[src/rtl/mem_map_decoder.sv]
module mem_map_decoder #(
  parameter int          ADDR_W     = 16,
  parameter int          RAM_BYTES  = 512,
  parameter int          REG_BYTES  = 64,
  parameter logic [7:0]  MAP_INIT   = 8'h01,
  parameter int          WIN        = 64,
  parameter int          BOOT_BASE  = 'hBF00,
  parameter int          BOOT_BYTES = 256,
  parameter int          EEP_BASE   = 'hB600,
  parameter int          EEP_BYTES  = 512,
  parameter int          EPR_BASE   = 'hD000,
  parameter int          EPR_BYTES  = 12288
) (
  input  logic              clk,
  input  logic              rst_n,
  input  logic              acc_valid,
  input  logic [ADDR_W-1:0] addr,
  input  logic              map_we,
  input  logic [7:0]        map_wdata,
  input  logic [1:0]        mode,
  input  logic              cfg_eprom_on,
  input  logic              cfg_eeprom_on,
  output logic              sel_reg,
  output logic              sel_ram,
  output logic              sel_boot,
  output logic              sel_eeprom,
  output logic              sel_eprom,
  output logic              sel_ext,
  output logic              unmapped
);

  localparam int             OFS_W    = ADDR_W - 4;
  localparam int             CNT_W    = $clog2(WIN + 1);
  localparam logic [1:0]     MODE_BOOT = 2'b10;
  localparam logic [OFS_W:0] RAM_LIM  = (OFS_W+1)'(RAM_BYTES);
  localparam logic [OFS_W:0] REG_LIM  = (OFS_W+1)'(REG_BYTES);
  localparam logic [ADDR_W:0] BOOT_LO = (ADDR_W+1)'(BOOT_BASE);
  localparam logic [ADDR_W:0] BOOT_HI = (ADDR_W+1)'(BOOT_BASE + BOOT_BYTES);
  localparam logic [ADDR_W:0] EEP_LO  = (ADDR_W+1)'(EEP_BASE);
  localparam logic [ADDR_W:0] EEP_HI  = (ADDR_W+1)'(EEP_BASE + EEP_BYTES);
  localparam logic [ADDR_W:0] EPR_LO  = (ADDR_W+1)'(EPR_BASE);
  localparam logic [ADDR_W:0] EPR_HI  = (ADDR_W+1)'(EPR_BASE + EPR_BYTES);
  localparam logic [CNT_W-1:0] WIN_C  = CNT_W'(WIN);

  logic [7:0]       map_q;
  logic [CNT_W-1:0] age_q;
  logic             win_open;

  assign win_open = (age_q < WIN_C);

  always_ff @(posedge clk or negedge rst_n) begin
    if (!rst_n) begin
      map_q <= MAP_INIT;
      age_q <= '0;
    end else begin
      if (win_open) age_q <= age_q + 1'b1;
      if (win_open && map_we) map_q <= map_wdata;
    end
  end

  logic [3:0]       page;
  logic [OFS_W:0]   ofs;
  logic [ADDR_W:0]  a_ext;
  logic in_reg, in_ram, in_boot, in_eep, in_epr, any_int;

  assign page  = addr[ADDR_W-1 -: 4];
  assign ofs   = {1'b0, addr[OFS_W-1:0]};
  assign a_ext = {1'b0, addr};

  assign in_reg  = (page == map_q[3:0]) && (ofs < REG_LIM);
  assign in_ram  = (page == map_q[7:4]) && (ofs < RAM_LIM);
  assign in_boot = (mode == MODE_BOOT) && (a_ext >= BOOT_LO) && (a_ext < BOOT_HI);
  assign in_eep  = cfg_eeprom_on && (a_ext >= EEP_LO) && (a_ext < EEP_HI);
  assign in_epr  = cfg_eprom_on && (a_ext >= EPR_LO) && (a_ext < EPR_HI);
  assign any_int = in_reg || in_ram || in_boot || in_eep || in_epr;

  assign sel_reg    = acc_valid && in_reg;
  assign sel_ram    = acc_valid && in_ram && !in_reg;
  assign sel_boot   = acc_valid && in_boot && !in_reg && !in_ram;
  assign sel_eeprom = acc_valid && in_eep && !in_reg && !in_ram && !in_boot;
  assign sel_eprom  = acc_valid && in_epr && !in_reg && !in_ram && !in_boot && !in_eep;
  assign sel_ext    = acc_valid && !any_int && mode[0];
  assign unmapped   = acc_valid && !any_int && !mode[0];

  logic [6:0] outs;
  assign outs = {sel_reg, sel_ram, sel_boot, sel_eeprom, sel_eprom, sel_ext, unmapped};

  a_r10_one_target: assert property (@(posedge clk) disable iff (!rst_n)
    acc_valid |-> $onehot(outs));
  a_r9_idle: assert property (@(posedge clk) disable iff (!rst_n)
    !acc_valid |-> (outs == 7'd0));
  a_r2_reg_claims: assert property (@(posedge clk) disable iff (!rst_n)
    (acc_valid && page == map_q[3:0] && addr[OFS_W-1:6] == '0) |-> sel_reg);
  a_r4_load: assert property (@(posedge clk) disable iff (!rst_n)
    (win_open && map_we) |=> (map_q == $past(map_wdata)));
  a_r5_locked: assert property (@(posedge clk) disable iff (!rst_n)
    !win_open |=> $stable(map_q));
  a_r6_boot_mode: assert property (@(posedge clk) disable iff (!rst_n)
    sel_boot |-> (mode == MODE_BOOT && addr[ADDR_W-1:8] == 8'hBF));
  a_r8_ext_mode: assert property (@(posedge clk) disable iff (!rst_n)
    sel_ext |-> mode[0]);
  a_r8_unmapped_mode: assert property (@(posedge clk) disable iff (!rst_n)
    unmapped |-> !mode[0]);

endmodule

[config.mk]
export PLATFORM = sky130hd
export DESIGN_NAME = mem_map_decoder
export DESIGN_NICKNAME = d
export VERILOG_FILES = /design/src/rtl/mem_map_decoder.sv
export SDC_FILE = /design/constraint.sdc
export NUM_CORES = 1
export LEC_CHECK = 0
export BUFFER_PORTS_ARGS = -buffer_cell sky130_fd_sc_hd__buf_2
export CAP_MARGIN = 40
export CORE_ASPECT_RATIO = 1.4
export CORE_MARGIN = 2
export CORE_UTILIZATION = 45
export DETAILED_ROUTE_END_ITERATION = 8
export HOLD_SLACK_MARGIN = 0.02
export MAX_ROUTING_LAYER = met4
export PLACE_DENSITY = 0.86
export SETUP_SLACK_MARGIN = 0.5
export SLEW_MARGIN = 10
export SYNTH_ARGS = -nofsm -noshare
export SYNTH_HDL_FRONTEND = slang
export SYNTH_SLANG_ARGS = --single-unit
[constraint.sdc]
create_clock -name clk -period 1.6 [get_ports clk]
set_clock_uncertainty 0.2 [all_clocks]
set_input_delay 0.24 -clock clk [delete_from_list [all_inputs] [get_ports clk]]
set_output_delay 0.24 -clock clk [all_outputs]
set_load 0.02 [all_outputs]
==> flow_summary.toml, run 1 <==
[global_route]
grt_util_all_layers_pct = 28.6
grt_overflow = 0
grt_pass1_wl_mm = 3.90
grt_max_degree = 16
antenna_found_initial = 0
grt_pass1_vias = 944

[routing]
drt_pre_antenna_iters = 4
routed_via_density = 5.39
wire_per_inst_um = 18.1
drtIter0Drc = 9
route.detailed.drc = 0
antenna_left = 0
routed-via-count = 906
routed_wl_mm = 3.04

[floorplan]
initial_utilization_pct = 47.5
die-area_um2 = 2220
ioPinCount = 39
die_w_um = 40.4
core-area_um2 = 1760
fp-row-count = 18
die_h_um = 55.0

[worst_setup_path]
crit_path_end_kind = "output pin"
cp_max_fo = 6
cp.required_ps = 1160
path_class = "flip-flop to output pin"
critPathLaunchType = "flip-flop"
worstRegToRegCells = 3
critical_path_arrival_ps = 1610

[yosys]
ys_ff_latch = 15
synth_area_um2 = 835
yosysSeqAreaShare_pct = 45.1
synth_edf_count = 0
synth.distinct_cells = 27
synth_area_per_cell_um2 = 11.9
synthCells = 70
synth_warnings = 0
synthArstFlopShare_pct = 100
synth-main-ff-cell = "dfrtp_1"
syn-num-nets = 103

[clocking]
clock_latency_ps = 280
hold_buffers = 1
cts_tree = "built"
cts_sinks = 15
cts_max_level = 1
root_buffer = "clkbuf_4"
clk_pin_slew_ps = 90
cts-buffers-inserted = 3
clk_path_buf_depth = 2

[final_layout]
final_cell_mix = "44 x buf_4, 25 x buf_2, 13 x dfrtp_1, 8 x mux2_4"
final_core_util_pct = 90.8
drive_gt1_share_pct = 75.0
syn2layout_area_growth_pct = 91.2
fillers = 82
finalNonFillerCells = 168
diodes = 0
layout.cells.most_common = "buf_4"
final_area_um2 = 1600
nets = 182

[sta]
grt_setup_unrepaired = "yes"
relSlewSlack_pct = 75.7
setup_viol = 7
finalCritPeriodShare_pct = 128
fmaxAchievable_ghz = 0.487
hold_ws_ps = -15.5
worstMarginPinSlew_ps = 362
finalMaxSlewViolations = 0
fin_ws_ps = -454
finalCriticalPeriod_ps = 2050
finalHoldViolCount = 5

[place]
dp_hpwl_mm = 1.83
gp_congestion = 0.688
dp.cells = 149
place_ws_ps = -312
dpl_cell_area_um2 = 1330
portBuffers = 32

[worst_hold_path]
hold_class = "input pin to flip-flop"
hold_depth = 2

[flow_run]
maxCapViolCount = 0

[power]
power_density_nw_per_um2 = 572
p_leak_uw = 0.000775
ir_drop_uv = 596

[outcome]
status = "complete, but fails checks"
violations = "negative hold slack, negative setup slack"
## sequential cells by signal, indices dropped and copies added, names as in the netlist
register,cells
age_q,7
map_q,8
## final timing paths
kind                                            from              endpoint  slack (ps)
min in group asynchronous                      rst_n  age_q[0]$_DFFE_PN0N_         200
worst min register to register  age_q[2]$_DFFE_PN0N_  age_q[2]$_DFFE_PN0N_         390
worst min-delay path                    map_wdata[3]  map_q[3]$_DFFE_PN0P_         -20
max in group asynchronous                      rst_n  map_q[0]$_DFFE_PN1P_         710
worst max-delay path            map_q[0]$_DFFE_PN1P_               sel_ram        -450
worst max register to register  age_q[6]$_DFFE_PN0N_  map_q[2]$_DFFE_PN0P_         240
## cell families (layout without fill, tap and decap cells)
kind of cell	count (synthesis)	after routing	share of synthesized area, %
multiplexers	9	9	12.1
XOR/XNOR	13	13	13.6
flip-flops	15	15	45.1
AO/OA/AOI/OAI	6	6	7.35
buffers and inverters	3	81	1.50
adder cells (fa/ha/maj)	1	1	1.50
AND/OR/NAND/NOR	23	23	18.7
## area by class of cell
| cell class | instances | area, µm² | share of cell area, % |
|---|---|---|---|
| multi-input combinational | 52 | 627 | 39.3 |
| timing repair buffer | 75 | 531 | 33.3 |
| sequential | 15 | 378 | 23.7 |
| tap | 20 | 25.0 | 1.57 |
| clock buffer | 3 | 22.5 | 1.41 |
| inverter | 2 | 7.51 | 0.471 |
| clock inverter | 1 | 5.00 | 0.314 |
## layer usage
metal	vias to the layer above	routed length (µm)	part of all wire (%)	track usage [%]
met2	41	1800	59	52.6
met1	443	1030	34	24.8
met5	-	0	0	-
li1	416	-	-	-
met4	0	59	1.9	18.9
met3	6	152	5.0	4.80
## where the power goes
group	leakage, µW	switching, µW	total [µW]	internal (µW)
Clock	0.0000177	122	215	92.8
Combinational	0.000584	115	278	164
Sequential	0.000174	17.6	419	401
## what timing repair did
item	in CTS	in global routing
pin swaps	13	8
resized for setup	22	5
setup endpoints to repair	21	22
hold endpoints to repair	23	8
setup buffers	8	6
## cell usage after synthesis (2+ instances only)
library cell	n	share of area [%]
inv_1	2	0.90
nor3_1	4	2.4
mux2_2	9	12
xnor2_1	12	13
nand4b_1	3	3.1
dfrtp_1	14	42
nor4_1	3	2.2
nand2_1	4	1.8
## stage by stage
stage | setup TNS, ps | power [µW]
after global placement | -1790 | 655
after CTS | -2950 | 903
final | -2960 | 912
after floorplan | -785 | 528
after detailed placement | -2000 | 667
after global routing | -3440 | 943
## worst max-delay path, cell delays in order, from the launching register on
cell and delay [ps]:
dfstp_2 560, xnor2_2 70, nand2_2 100, o21ai_4 60, buf_12 140, nor4_2 190
buf_4 200
(Power assumes the default switching activity.)
==> inputs of run 2 (changes only) <==
--- a/config.mk
+++ b/config.mk
@@ -12,9 +12,8 @@
 export CORE_UTILIZATION = 45
 export DETAILED_ROUTE_END_ITERATION = 8
 export HOLD_SLACK_MARGIN = 0.02
-export MAX_ROUTING_LAYER = met4
 export PLACE_DENSITY = 0.86
-export SETUP_SLACK_MARGIN = 0.5
+export SETUP_SLACK_MARGIN = 0.3
 export SLEW_MARGIN = 10
 export SYNTH_ARGS = -nofsm -noshare
 export SYNTH_HDL_FRONTEND = slang
==> flow_summary.toml, run 2 (synthesis results as in run 1) <==
[outcome]
status = "complete, but fails checks"
violations = "negative setup slack"

[worst_setup_path]
worstReg2RegStart = "age_q[6]$_DFFE_PN0N_"
reg2reg_to = "map_q[1]$_DFFE_PN0P_"
critPathMaxStageDelay_ps = 420
crit_chain = "xnor2_2 -> nand4b_4 -> o21ai_4 -> buf_12 -> a2111oi_4 -> buf_4"
cp_max_fo = 6
path_class = "flip-flop to output pin"
worstRegToRegCells = 3
cp_top_family = "flip-flops"
cp.required_ps = 1160
critPathLaunchType = "flip-flop"
crit_path_end_kind = "output pin"
slowest_stage = "dfrtp_1"
r2r_setup_slack_ps = 240
crit_buf_inv = 2
critical_path_arrival_ps = 1600

[sta]
finalHoldViolCount = 0
worstMarginPinSlew_ps = 358
grt_setup_unrepaired = "yes"
relSlewSlack_pct = 76.0
finalCriticalPeriod_ps = 2040
finalMaxSlewViolations = 0
fmaxAchievable_ghz = 0.490
fin_ws_ps = -440
finalCritPeriodShare_pct = 128
hold_ws_ps = 172
setup_viol = 7

[final_layout]
drive_gt1_share_pct = 61.0
final_area_um2 = 1470
diodes = 0
final_cell_mix = "32 x buf_4, 25 x buf_2, 13 x dfrtp_1, 10 x xnor2_1, 9 x dlygate4sd3_1"
largestRegisters = "map_q: 8 flops, age_q: 7 flops"
largest_reg_flops = 8
syn2layout_area_growth_pct = 76.3
nets = 175
layout.cells.most_common = "buf_4"
top_register = "map_q"

[place]
dp_hpwl_mm = 1.65
portBuffers = 32
place_ws_ps = -387
dpl_cell_area_um2 = 1280
gp_congestion = 0.686

[power]
p_int_uw = 659
ir_drop_uv = 678
sw_frac_of_total_pct = 25.9
power_density_nw_per_um2 = 604
seqPwrFrac_pct = 47.0
pwr-share-clk_pct = 23.8
pwr-share-comb_pct = 29.2
p_leak_uw = 0.000686
p_sw_uw = 230
design_power_total_uw = 889

[flow_run]
maxCapViolCount = 0

[floorplan]
ioPinCount = 39
die_w_um = 40.4
fp-row-count = 18
die_h_um = 55.0
core-area_um2 = 1760
initial_utilization_pct = 47.5
die-area_um2 = 2220

[clocking]
root_buffer = "clkbuf_4"
cts_max_level = 1
cts_tree = "built"
cts_sinks = 15
clk_path_buf_depth = 2
clk_pin_slew_ps = 80
cts-buffers-inserted = 3
clock_latency_ps = 280

[routing]
drtIter0Drc = 7
drt_pre_antenna_iters = 4
wire_per_inst_um = 13.5
route.detailed.drc = 0
routed-via-count = 810
routed_wl_mm = 2.18
antenna_left = 0
routed_via_density = 5.03

[global_route]
grt_overflow = 0
grt_max_degree = 16
grt_util_all_layers_pct = 21.9
busiest_layer = "met2"
grtUsageMet3_pct = 1.20
grtUsageMet2_pct = 41.8
antenna_found_initial = 0
grt_pass1_wl_mm = 3.23
grt_pass1_vias = 796
grtUsageMet1_pct = 22.3

[worst_hold_path]
hold_class = "input pin to asynchronous set/reset pin"
-- run 2: cell types whose count changed in the layout (fill, tap and decap cells not counted), sizes merged --
cell and change:
dlygate4sd3 +8, clkbuf +1, buf -15, clkinv -1
-- run 2: repair_timing --
action / 4_1_cts / 5_1_grt
endpoints found under the hold margin: 23 / 0
hold buffers: 9 / 0
resized for setup: 7 / 4
buffers inserted: 3 / 0
endpoints found under the setup margin: 16 / 16
pin swaps: 7 / 2
-- run 2: worst max-delay path by stage --
| stage | from | end | cells after the start |
|---|---|---|---|
| 2_1_floorplan | map_q[0]$_DFFE_PN1P_ | sel_eeprom | 4 |
| 3_3_place_gp | addr[10] | sel_boot | 6 |
| 3_5_place_dp | addr[10] | sel_boot | 6 |
| 4_1_cts | map_q[0]$_DFFE_PN1P_ | unmapped | 6 |
| 5_1_grt | map_q[0]$_DFFE_PN1P_ | sel_ext | 6 |
| 6_report | map_q[1]$_DFFE_PN0P_ | sel_boot | 6 |
-- run 2: area by class of cell --
class | count | area (µm²)
sequential | 15 | 378
clock buffer | 4 | 26.3
tap | 20 | 25.0
inverter | 2 | 7.51
multi-input combinational | 52 | 548
fill | 103 | 285
timing repair buffer | 68 | 487
-- run 2: layer usage --
| layer | wire [µm] | part of all wire, % |
|---|---|---|
| met4 | 44 | 2.0 |
| met5 | 0 | 0 |
| met1 | 823 | 38 |
| met3 | 123 | 5.6 |
| met2 | 1190 | 55 |
-- run 2: power groups by stage --
stage          registers [µW]  logic, µW  clock network, µW
2_1_floorplan             420        108                  0
3_3_place_gp              423        222                  0
3_5_place_dp              424        229                  0
4_1_cts                   419        258                227
5_1_grt                   422        279                232
6_report                  418        259                212
-- run 2: through the flow --
step / TNS [ps] / util [%] / std cells
after global placement: -2030 / 73.0 / 145
after detailed placement: -2430 / 73.0 / 145
after floorplan: -785 / - / 70
final: -2980 / 83.8 / 161
after global routing: -3470 / 83.8 / 161
after CTS: -3110 / 83.1 / 161
==> inputs of run 3 (changes only) <==
--- a/config.mk
+++ b/config.mk
@@ -7,12 +7,14 @@
 export LEC_CHECK = 0
 export BUFFER_PORTS_ARGS = -buffer_cell sky130_fd_sc_hd__buf_2
 export CAP_MARGIN = 40
+export CELL_PAD_IN_SITES_DETAIL_PLACEMENT = 1
+export CELL_PAD_IN_SITES_GLOBAL_PLACEMENT = 2
 export CORE_ASPECT_RATIO = 1.4
 export CORE_MARGIN = 2
-export CORE_UTILIZATION = 45
+export CORE_UTILIZATION = 27
 export DETAILED_ROUTE_END_ITERATION = 8
 export HOLD_SLACK_MARGIN = 0.02
-export PLACE_DENSITY = 0.86
+export PLACE_DENSITY = 0.85
 export SETUP_SLACK_MARGIN = 0.3
 export SLEW_MARGIN = 10
 export SYNTH_ARGS = -nofsm -noshare
==> flow_summary.toml, run 3 (synthesis results as in run 1) <==
[sta]
grt_setup_unrepaired = "yes"
finalCriticalPeriod_ps = 2090
finalMaxSlewViolations = 0
setup_viol = 7
worstMarginPinSlew_ps = 710
finalCritPeriodShare_pct = 131
relSlewSlack_pct = 52.1
finalHoldViolCount = 0
fmaxAchievable_ghz = 0.478
fin_ws_ps = -492

[outcome]
status = "complete, but fails checks"
violations = "negative setup slack"

[place]
gp_congestion = 0.737
place_ws_ps = -364
dp_hpwl_mm = 2.01
portBuffers = 32
dp.cells = 165

[global_route]
grt_overflow = 0
grt_max_degree = 16
grt_util_all_layers_pct = 16.5
grt_pass1_wl_mm = 4.28
antenna_found_initial = 0
grt_pass1_vias = 979

[clocking]
clk_pin_slew_ps = 60
cts_max_level = 1
clk_path_buf_depth = 2
root_buffer = "clkbuf_8"
cts_tree = "built"
cts-buffers-inserted = 3
clock_latency_ps = 250
cts_sinks = 15

[floorplan]
die-area_um2 = 3560
die_h_um = 69.8
fp-row-count = 23
die_w_um = 51.0
initial_utilization_pct = 28.7
ioPinCount = 39
core-area_um2 = 2910

[final_layout]
finalNonFillerCells = 180
largestRegisters = "map_q: 8 flops, age_q: 7 flops"
diodes = 0
largest_reg_flops = 8
top_register = "map_q"
final_cell_mix = "39 x buf_4, 25 x buf_2, 13 x dfrtp_1, 11 x xnor2_1, 8 x mux2_4"
layout.cells.most_common = "buf_4"
drive_gt1_share_pct = 65.0
syn2layout_area_growth_pct = 82.3
nets = 177

[worst_setup_path]
r2r_setup_slack_ps = 240
critPathLaunchType = "flip-flop"
cp.required_ps = 1160
worstReg2RegStart = "age_q[6]$_DFFE_PN0N_"
crit_path_end_kind = "output pin"
path_class = "flip-flop to output pin"
worstRegToRegCells = 3
reg2reg_to = "map_q[2]$_DFFE_PN0P_"
critical_path_arrival_ps = 1650
cp_max_fo = 6

[flow_run]
maxCapViolCount = 0

[power]
design_power_total_uw = 1000
p_leak_uw = 0.000717
ir_drop_uv = 525
power_density_nw_per_um2 = 659

[routing]
drt_pre_antenna_iters = 2
wire_per_inst_um = 14.6
routed_via_density = 4.70
routed-via-count = 846
drtIter0Drc = 9
antenna_left = 0
route.detailed.drc = 0
routed_wl_mm = 2.63

[worst_hold_path]
hold_depth = 2
whs_endpoint = "map_q[0]$_DFFE_PN1P_"
hold_class = "input pin to flip-flop"
holdCritStartpoint = "map_wdata[0]"
-- run 3: area by class of cell --
class,instances,area (µm²)
fillers,314,1390
multi-input cells,52,556
repair buffers,70,489
flip-flops and latches,15,378
well taps,37,46.3
clock buffers,4,45.0
inverters,2,7.51
-- run 3: through the flow --
step | util [%] | TNS [ps] | area (µm²) | hold slack (ps)
after detailed placement | 45.6 | -2280 | 1330 | -41.7
final | 52.3 | -2970 | 1520 | 30.1
after floorplan | - | -785 | 925 | -256
after global routing | 52.3 | -3510 | 1520 | 28.3
after global placement | 45.6 | -1920 | 1330 | -50.3
after CTS | 51.7 | -2970 | 1500 | 21.9
-- run 3: routing by layer --
layer	track usage, %	wire length [µm]
met2	34.2	1610
met3	2.80	156
met1	14.1	815
met5	0	0
met4	7.21	38
-- run 3: worst max path at each step --
stage	startpoint	endpoint	slack, ps
finish	map_q[2]$_DFFE_PN0P_	sel_ext	-490
global route	map_q[1]$_DFFE_PN0P_	sel_ext	-540
CTS	map_q[2]$_DFFE_PN0P_	sel_ext	-490
detailed placement	addr[10]	sel_boot	-360
global placement	addr[10]	sel_boot	-310
floorplan	map_q[0]$_DFFE_PN1P_	sel_eeprom	-140
-- run 3: power by group --
part | switching [µW] | internal, µW | total, µW
clock network | 127 | 176 | 303
registers | 13.9 | 402 | 416
logic | 111 | 173 | 283
total | 251 | 751 | 1000
-- run 3: worst max-delay path, cell delays in order, from the launching register on --
cell,delay (ps)
dfrtp_1,380
xnor2_1,120
buf_4,150
nand4b_4,100
o21ai_4,70
buf_12,140
nor4b_4,250
buf_4,180
-- run 3: timing repair --
item,in CTS,in global routing
hold buffers,4,0
setup buffers,6,1
pin swaps,9,1
endpoints found under the setup margin,16,17
endpoints found under the hold margin,18,0
resized for setup,11,2
